`src/rtl/pef_pkg.sv`:
```
package pef_pkg;
    typedef logic [1:0] val_t;

    localparam val_t VAL_ZERO = 2'b00;
    localparam val_t VAL_ONE  = 2'b01;
    localparam val_t VAL_UNK  = 2'b10;

    typedef enum logic [2:0] {
        ACT_NONE,
        ACT_INSERT,
        ACT_REPLACE,
        ACT_DISCARD,
        ACT_DROP_LAST,
        ACT_OVERFLOW
    } act_e;
endpackage

```
`src/rtl/pef_pop_stage.sv`:
```
module pef_pop_stage
    import pef_pkg::*;
#(
    parameter int DEPTH = 4,
    parameter int TW    = 32,
    parameter int CW    = $clog2(DEPTH + 1)
) (
    input  logic [DEPTH-1:0][TW-1:0] tim_q,
    input  logic [DEPTH-1:0][1:0]    val_q,
    input  logic [CW-1:0]            cnt_q,
    input  val_t                     cmt_q,
    input  logic                     pop_req,
    input  logic [TW-1:0]            cur_time,
    output logic [DEPTH-1:0][TW-1:0] tim_a,
    output logic [DEPTH-1:0][1:0]    val_a,
    output logic [CW-1:0]            cnt_a,
    output val_t                     cmt_a,
    output logic                     pop_fire
);
    assign pop_fire = pop_req && (cnt_q != '0) && (cur_time == tim_q[0]);
    assign cnt_a    = pop_fire ? cnt_q - CW'(1) : cnt_q;
    assign cmt_a    = pop_fire ? val_q[0] : cmt_q;

    for (genvar i = 0; i < DEPTH; i++) begin : g_shift
        if (i < DEPTH - 1) begin : g_mid
            assign tim_a[i] = pop_fire ? tim_q[i+1] : tim_q[i];
            assign val_a[i] = pop_fire ? val_q[i+1] : val_q[i];
        end else begin : g_top
            assign tim_a[i] = pop_fire ? '0 : tim_q[i];
            assign val_a[i] = pop_fire ? '0 : val_q[i];
        end
    end
endmodule

```
`src/rtl/pef_locate.sv`:
```
module pef_locate
    import pef_pkg::*;
#(
    parameter int DEPTH = 4,
    parameter int TW    = 32,
    parameter int CW    = $clog2(DEPTH + 1)
) (
    input  logic [DEPTH-1:0][TW-1:0] tim_a,
    input  logic [DEPTH-1:0][1:0]    val_a,
    input  logic [CW-1:0]            cnt_a,
    input  val_t                     cmt_a,
    input  logic [TW-1:0]            new_time,
    output logic [CW-1:0]            pos,
    output val_t                     pred_val,
    output logic [TW-1:0]            pred_time,
    output val_t                     succ_val,
    output val_t                     prev2_val
);
    always_comb begin
        pos = '0;
        for (int i = 0; i < DEPTH; i++) begin
            if ((CW'(i) < cnt_a) && (tim_a[i] <= new_time)) begin
                pos = pos + CW'(1);
            end
        end
    end

    always_comb begin
        pred_val  = cmt_a;
        pred_time = '0;
        succ_val  = VAL_UNK;
        prev2_val = cmt_a;
        for (int i = 0; i < DEPTH; i++) begin
            if (CW'(i + 1) == pos) begin
                pred_val  = val_a[i];
                pred_time = tim_a[i];
            end
            if (CW'(i) == pos) begin
                succ_val = val_a[i];
            end
            if (CW'(i + 2) == pos) begin
                prev2_val = val_a[i];
            end
        end
    end
endmodule

```
`src/rtl/pef_decide.sv`:
```
module pef_decide
    import pef_pkg::*;
#(
    parameter int DEPTH = 4,
    parameter int TW    = 32,
    parameter int CW    = $clog2(DEPTH + 1)
) (
    input  logic          prop_valid,
    input  logic [CW-1:0] cnt_a,
    input  logic [CW-1:0] pos,
    input  val_t          pred_val,
    input  logic [TW-1:0] pred_time,
    input  val_t          succ_val,
    input  val_t          prev2_val,
    input  logic [TW-1:0] new_time,
    input  val_t          new_val,
    input  logic [TW-1:0] inertial_dly,
    output act_e          act
);
    logic          full;
    logic [TW-1:0] gap;
    act_e          base;

    assign full = (cnt_a == CW'(DEPTH));
    assign gap  = new_time - pred_time;

    always_comb begin
        base = ACT_DISCARD;
        if (cnt_a == '0) begin
            base = (new_val != pred_val) ? ACT_INSERT : ACT_DISCARD;
        end else if (pos == cnt_a) begin
            if (new_val == pred_val) begin
                base = ACT_DISCARD;
            end else if ((gap < inertial_dly) && (new_val == prev2_val)) begin
                base = ACT_DROP_LAST;
            end else begin
                base = ACT_INSERT;
            end
        end else if (pos == '0) begin
            base = (succ_val == new_val) ? ACT_REPLACE : ACT_INSERT;
        end else if (new_val == pred_val) begin
            base = ACT_DISCARD;
        end else begin
            base = (succ_val == new_val) ? ACT_REPLACE : ACT_INSERT;
        end
    end

    always_comb begin
        if (!prop_valid) begin
            act = ACT_NONE;
        end else if ((base == ACT_INSERT) && full) begin
            act = ACT_OVERFLOW;
        end else begin
            act = base;
        end
    end
endmodule

```
`src/rtl/pend_event_filter.sv`:
```
module pend_event_filter
    import pef_pkg::*;
#(
    parameter int DEPTH = 4,
    parameter int TW    = 32,
    parameter int CW    = $clog2(DEPTH + 1)
) (
    input  logic          clk,
    input  logic          rst_n,
    input  logic          prop_valid,
    input  logic [TW-1:0] prop_time,
    input  logic [1:0]    prop_val,
    input  logic [TW-1:0] inertial_dly,
    input  logic          pop_req,
    input  logic [TW-1:0] cur_time,
    output logic          prop_accept,
    output logic          prop_discard,
    output logic          head_valid,
    output logic [TW-1:0] head_time,
    output logic [1:0]    head_val,
    output logic [CW-1:0] pend_count,
    output logic [1:0]    out_val,
    output logic          out_change,
    output logic          overflow
);
    logic [DEPTH-1:0][TW-1:0] tim_q, tim_a, tim_n;
    logic [DEPTH-1:0][1:0]    val_q, val_a, val_n;
    logic [CW-1:0]            cnt_q, cnt_a, cnt_n;
    val_t                     cmt_q, cmt_a;
    logic                     ovf_q, acc_q, dis_q, chg_q;
    logic                     pop_fire;
    logic [CW-1:0]            pos;
    val_t                     pred_val, succ_val, prev2_val;
    logic [TW-1:0]            pred_time;
    act_e                     act;

    pef_pop_stage #(.DEPTH(DEPTH), .TW(TW), .CW(CW)) u_pop (
        .tim_q(tim_q), .val_q(val_q), .cnt_q(cnt_q), .cmt_q(cmt_q),
        .pop_req(pop_req), .cur_time(cur_time),
        .tim_a(tim_a), .val_a(val_a), .cnt_a(cnt_a), .cmt_a(cmt_a),
        .pop_fire(pop_fire)
    );

    pef_locate #(.DEPTH(DEPTH), .TW(TW), .CW(CW)) u_loc (
        .tim_a(tim_a), .val_a(val_a), .cnt_a(cnt_a), .cmt_a(cmt_a),
        .new_time(prop_time), .pos(pos), .pred_val(pred_val),
        .pred_time(pred_time), .succ_val(succ_val), .prev2_val(prev2_val)
    );

    pef_decide #(.DEPTH(DEPTH), .TW(TW), .CW(CW)) u_dec (
        .prop_valid(prop_valid), .cnt_a(cnt_a), .pos(pos),
        .pred_val(pred_val), .pred_time(pred_time), .succ_val(succ_val),
        .prev2_val(prev2_val), .new_time(prop_time), .new_val(prop_val),
        .inertial_dly(inertial_dly), .act(act)
    );

    // Next list contents from the chosen action
    always_comb begin
        tim_n = tim_a;
        val_n = val_a;
        cnt_n = cnt_a;
        unique case (act)
            ACT_INSERT: begin
                for (int i = 0; i < DEPTH; i++) begin
                    if (CW'(i) == pos) begin
                        tim_n[i] = prop_time;
                        val_n[i] = prop_val;
                    end else if ((i > 0) && (CW'(i) > pos)) begin
                        tim_n[i] = tim_a[i-1];
                        val_n[i] = val_a[i-1];
                    end
                end
                cnt_n = cnt_a + CW'(1);
            end
            ACT_REPLACE: begin
                for (int i = 0; i < DEPTH; i++) begin
                    if (CW'(i) == pos) begin
                        tim_n[i] = prop_time;
                        val_n[i] = prop_val;
                    end
                end
            end
            ACT_DROP_LAST: cnt_n = cnt_a - CW'(1);
            ACT_NONE, ACT_DISCARD, ACT_OVERFLOW: ;
            default: ;
        endcase
        for (int i = 0; i < DEPTH; i++) begin
            if (CW'(i) >= cnt_n) begin
                tim_n[i] = '0;
                val_n[i] = '0;
            end
        end
    end

    // State register
    always_ff @(posedge clk) begin
        if (!rst_n) begin
            tim_q <= '0;
            val_q <= '0;
            cnt_q <= '0;
            cmt_q <= VAL_UNK;
            ovf_q <= 1'b0;
        end else begin
            tim_q <= tim_n;
            val_q <= val_n;
            cnt_q <= cnt_n;
            cmt_q <= cmt_a;
            ovf_q <= ovf_q || (act == ACT_OVERFLOW);
        end
    end

    // Status strobes
    always_ff @(posedge clk) begin
        if (!rst_n) begin
            acc_q <= 1'b0;
            dis_q <= 1'b0;
            chg_q <= 1'b0;
        end else begin
            acc_q <= (act == ACT_INSERT) || (act == ACT_REPLACE);
            dis_q <= (act == ACT_DISCARD) || (act == ACT_DROP_LAST) ||
                     (act == ACT_OVERFLOW);
            chg_q <= pop_fire;
        end
    end

    assign prop_accept  = acc_q;
    assign prop_discard = dis_q;
    assign head_valid   = (cnt_q != '0);
    assign head_time    = tim_q[0];
    assign head_val     = val_q[0];
    assign pend_count   = cnt_q;
    assign out_val      = cmt_q;
    assign out_change   = chg_q;
    assign overflow     = ovf_q;
endmodule

```
`config.mk`:
```
export PLATFORM = sky130hd
export DESIGN_NAME = pend_event_filter
export DESIGN_NICKNAME = d
export VERILOG_FILES = /design/src/rtl/pef_pkg.sv /design/src/rtl/pef_pop_stage.sv /design/src/rtl/pef_locate.sv /design/src/rtl/pef_decide.sv /design/src/rtl/pend_event_filter.sv
export SDC_FILE = /design/constraint.sdc
export NUM_CORES = 1
export LEC_CHECK = 0
export ABC_AREA = 1
export BUFFER_PORTS_ARGS = -buffer_cell sky130_fd_sc_hd__buf_2
export CAP_MARGIN = 40
export CORE_MARGIN = 3
export CORE_UTILIZATION = 45
export CTS_CLUSTER_DIAMETER = 30
export DETAILED_ROUTE_END_ITERATION = 10
export HOLD_SLACK_MARGIN = 0.06
export SETUP_SLACK_MARGIN = 0.3
export SYNTH_ARGS = -nofsm -noshare
export SYNTH_HDL_FRONTEND = slang
export SYNTH_SLANG_ARGS = --single-unit
```
`constraint.sdc`:
```
create_clock -name clk -period 17.2 [get_ports clk]
set_clock_uncertainty 0.1 [all_clocks]
set_input_delay 0.86 -clock clk [delete_from_list [all_inputs] [get_ports clk]]
set_output_delay 0.86 -clock clk [all_outputs]
set_load 0.02 [all_outputs]
```
==> metrics.txt <==
status completed; initial DRC count 1920; Post-Place Cell Area 0.0184 mm^2; cts repair resizes 0; die area 0.0415 mm^2; CTS Buf Count 17; fin util 49.8%; Post-synth EDFFs 0; Core Region 0.0381 mm^2; most frequent CP cell nand2_1; IO Pins 146; CTS Buffer Depth 2; initial antenna violation count 0; Setup TNS 0 ns; final slew viol count 0; # Post-CTS Setup Buffers 0; peak supply drop 0.000123 V; Hold Crit Start overflow; r2r setup slk 2.22 ns; max_cap viols 0; top post-synthesis cells by area dfxtp_1 (16%), ha_1 (14%), nand2_1 (13%); M1 wire length 28700 um; leakage power 0.00850 uW; Synth Register Bits 145; length of routed met2 wiring 33700 um; Post-CTS Hold Fix Bufs 0; Yosys warnings 0; number of diodes 0; root buf cell clkbuf_16; Clock Latency Late Sink 0.46 ns; hold path depth 2; minimum period implied by the final worst setup slack 14.98 ns; Gate Count Post-Synth 2906; starting density of the core 46.2%; r2r endpoint tim_q[60]; Worst Path Required 17.42 ns; Max stage delay cell, worst path inv_2; Placer Congestion 0.952; number of remaining DRC errors 0; Worst Hold Class flop to flop; post-DR wirelength/cell 20.7 um; # port buffers 145; RSZ-0062 raised after global routing no; vias per cell 5.90; Worst slew margin 41.4%; drt pass-1 iters 6; commonest non-fill, non-tap cell in the layout nand2_1; Power Dens Cells 171 mW/mm^2; Hold Worst Slack 0.382 ns; reg2reg start pend_count[0]; leading area contributor after synthesis dfxtp_1; Worst Setup End Kind flop; post-DP HPWL 51800 um; first-pass GRT wire length 110000 um; Post-Syn Area 0.0176 mm^2; Routed WL 71400 um; pin slew with the least headroom to its limit 0.877 ns; Yosys cell types 53; Mean Syn Cell Area 6.06 um^2; share of cells above drive strength 1 11.1%; H-Tree Depth 4; vias in the first global route 19669; asr flop ratio synth 0%; post-synth net total 3207; top_reg_cell synth dfxtp_1; fin area 0.0190 mm^2; share of the synthesized area in the top cell type 16.5%; row count 71; R2R cell count 81; Top Metal Used met4; Worst setup SP type flop; CTS tree done; clock-pin slew on the worst setup and hold paths 0.07 ns; Total GRT Usage 33.5%; pin count of the biggest net entering global routing 69; grt total ovfl 0; Die Height 204 um; Tcrit/Tclk final 87.1%; commonest cells after routing, fill and taps aside nand2_1 (631), inv_1 (335), nor2_1 (316), a21oi_1 (308), o21ai_0 (255); # setup viols final 0; CP Class flop to flop; Routed Antenna Nets 0; # nets final 3229; achievable frequency 66.8 MHz; Final Hold Viols 0; CP max FO 65; detailed-route via count 20381; end of the worst hold path overflow; post-synthesis sequential area ratio 16.5%; clock sinks 145; Worst path max stage delay 0.64 ns; Worst EP arrival 15.19 ns; Synth-to-Final Area Change 7.82%; Power Total 3250 uW; met3 WL post-DR 5170 um; Die W 204 um
## final cells by class
type / instances / area [um^2]
fillers: 4020 / 19100
repair buffers: 183 / 1070
multi-input cells: 2226 / 12400
inverters: 355 / 1330
clock buffers: 20 / 457
flip-flops and latches: 145 / 2900
well taps: 511 / 639
clock inverters: 12 / 134
## cell families after synthesis
kind of cell | count (synthesis) | share of synthesized area, %
adders and majority gates | 199 | 14.2
and+or+nand+nor | 1178 | 28.2
DFF | 145 | 16.5
AOI/OAI and AO/OA | 805 | 26.0
buffers and inverters | 535 | 12.9
xor gates and xnor gates | 44 | 2.19
## per-layer routing
layer / vias up / global-route usage, %
met5: - / 0
met4: 0 / 16.5
met3: 262 / 4.52
met2: 991 / 58.1
met1: 9375 / 40.8
li1: 9753 / -
## critical path: cells and delay by family, from the launching register on
kind,cells,cell delay [ns]
XOR/XNOR,1,0.16
buffers and inverters,14,3.09
AND/OR/NAND/NOR,36,4.37
adder cells (fa/ha/maj),6,1.51
AO/OA/AOI/OAI,24,5.06
flip-flops,1,0.37
## Yosys cell counts, types with 17 or more instances
| library cell | count |
|---|---|
| a21oi_2 | 20 |
| ha_1 | 198 |
| buf_2 | 17 |
| clkbuf_1 | 100 |
| xnor2_1 | 18 |
| nand2_2 | 17 |
| dfxtp_1 | 145 |
| o211ai_1 | 46 |
| o21ai_0 | 255 |
| a21oi_1 | 308 |
| xor2_1 | 26 |
| nand3_1 | 101 |
| o221ai_1 | 28 |
| a31oi_1 | 36 |
| nand4_1 | 32 |
| inv_2 | 18 |
| nor2_2 | 35 |
| buf_4 | 40 |
| o22ai_1 | 48 |
| nand2_1 | 631 |
| inv_1 | 336 |
| nor2_1 | 317 |
## registers in the layout, indices dropped and copies added, names as in the netlist
register      count
head_val          2
out_val           2
val_q             6
prop_discard      1
prop_accept       1
overflow          1
head_time        32
pend_count        3
out_change        1
tim_q            96
## where the power goes
group | switching, uW | leakage [uW] | internal (uW)
logic | 1690 | 0.00705 | 699
clock network | 177 | 0.000275 | 222
registers | 63.3 | 0.00117 | 398
total | 1930 | 0.00850 | 1320
## worst max path at each step
stage                        from          end  slack [ns]
floorplan             cur_time[1]  head_val[0]        5.44
global placement      cur_time[9]    tim_q[34]        2.22
detailed placement    cur_time[9]    tim_q[60]        2.25
CTS                 pend_count[0]    tim_q[60]        2.44
global route        pend_count[0]    tim_q[85]        0.87
finish              pend_count[0]    tim_q[60]        2.22
## metrics by stage
| step | setup slack (ns) | instances |
|---|---|---|
| 3_3_place_gp | 2.22 | 3417 |
| 4_1_cts | 2.44 | 3452 |
| 5_1_grt | 0.873 | 3452 |
| 6_report | 2.22 | 3452 |
| 2_1_floorplan | 5.44 | 2906 |
| 3_5_place_dp | 2.25 | 3420 |
No activity file was read; power rests on OpenSTA's default activity.
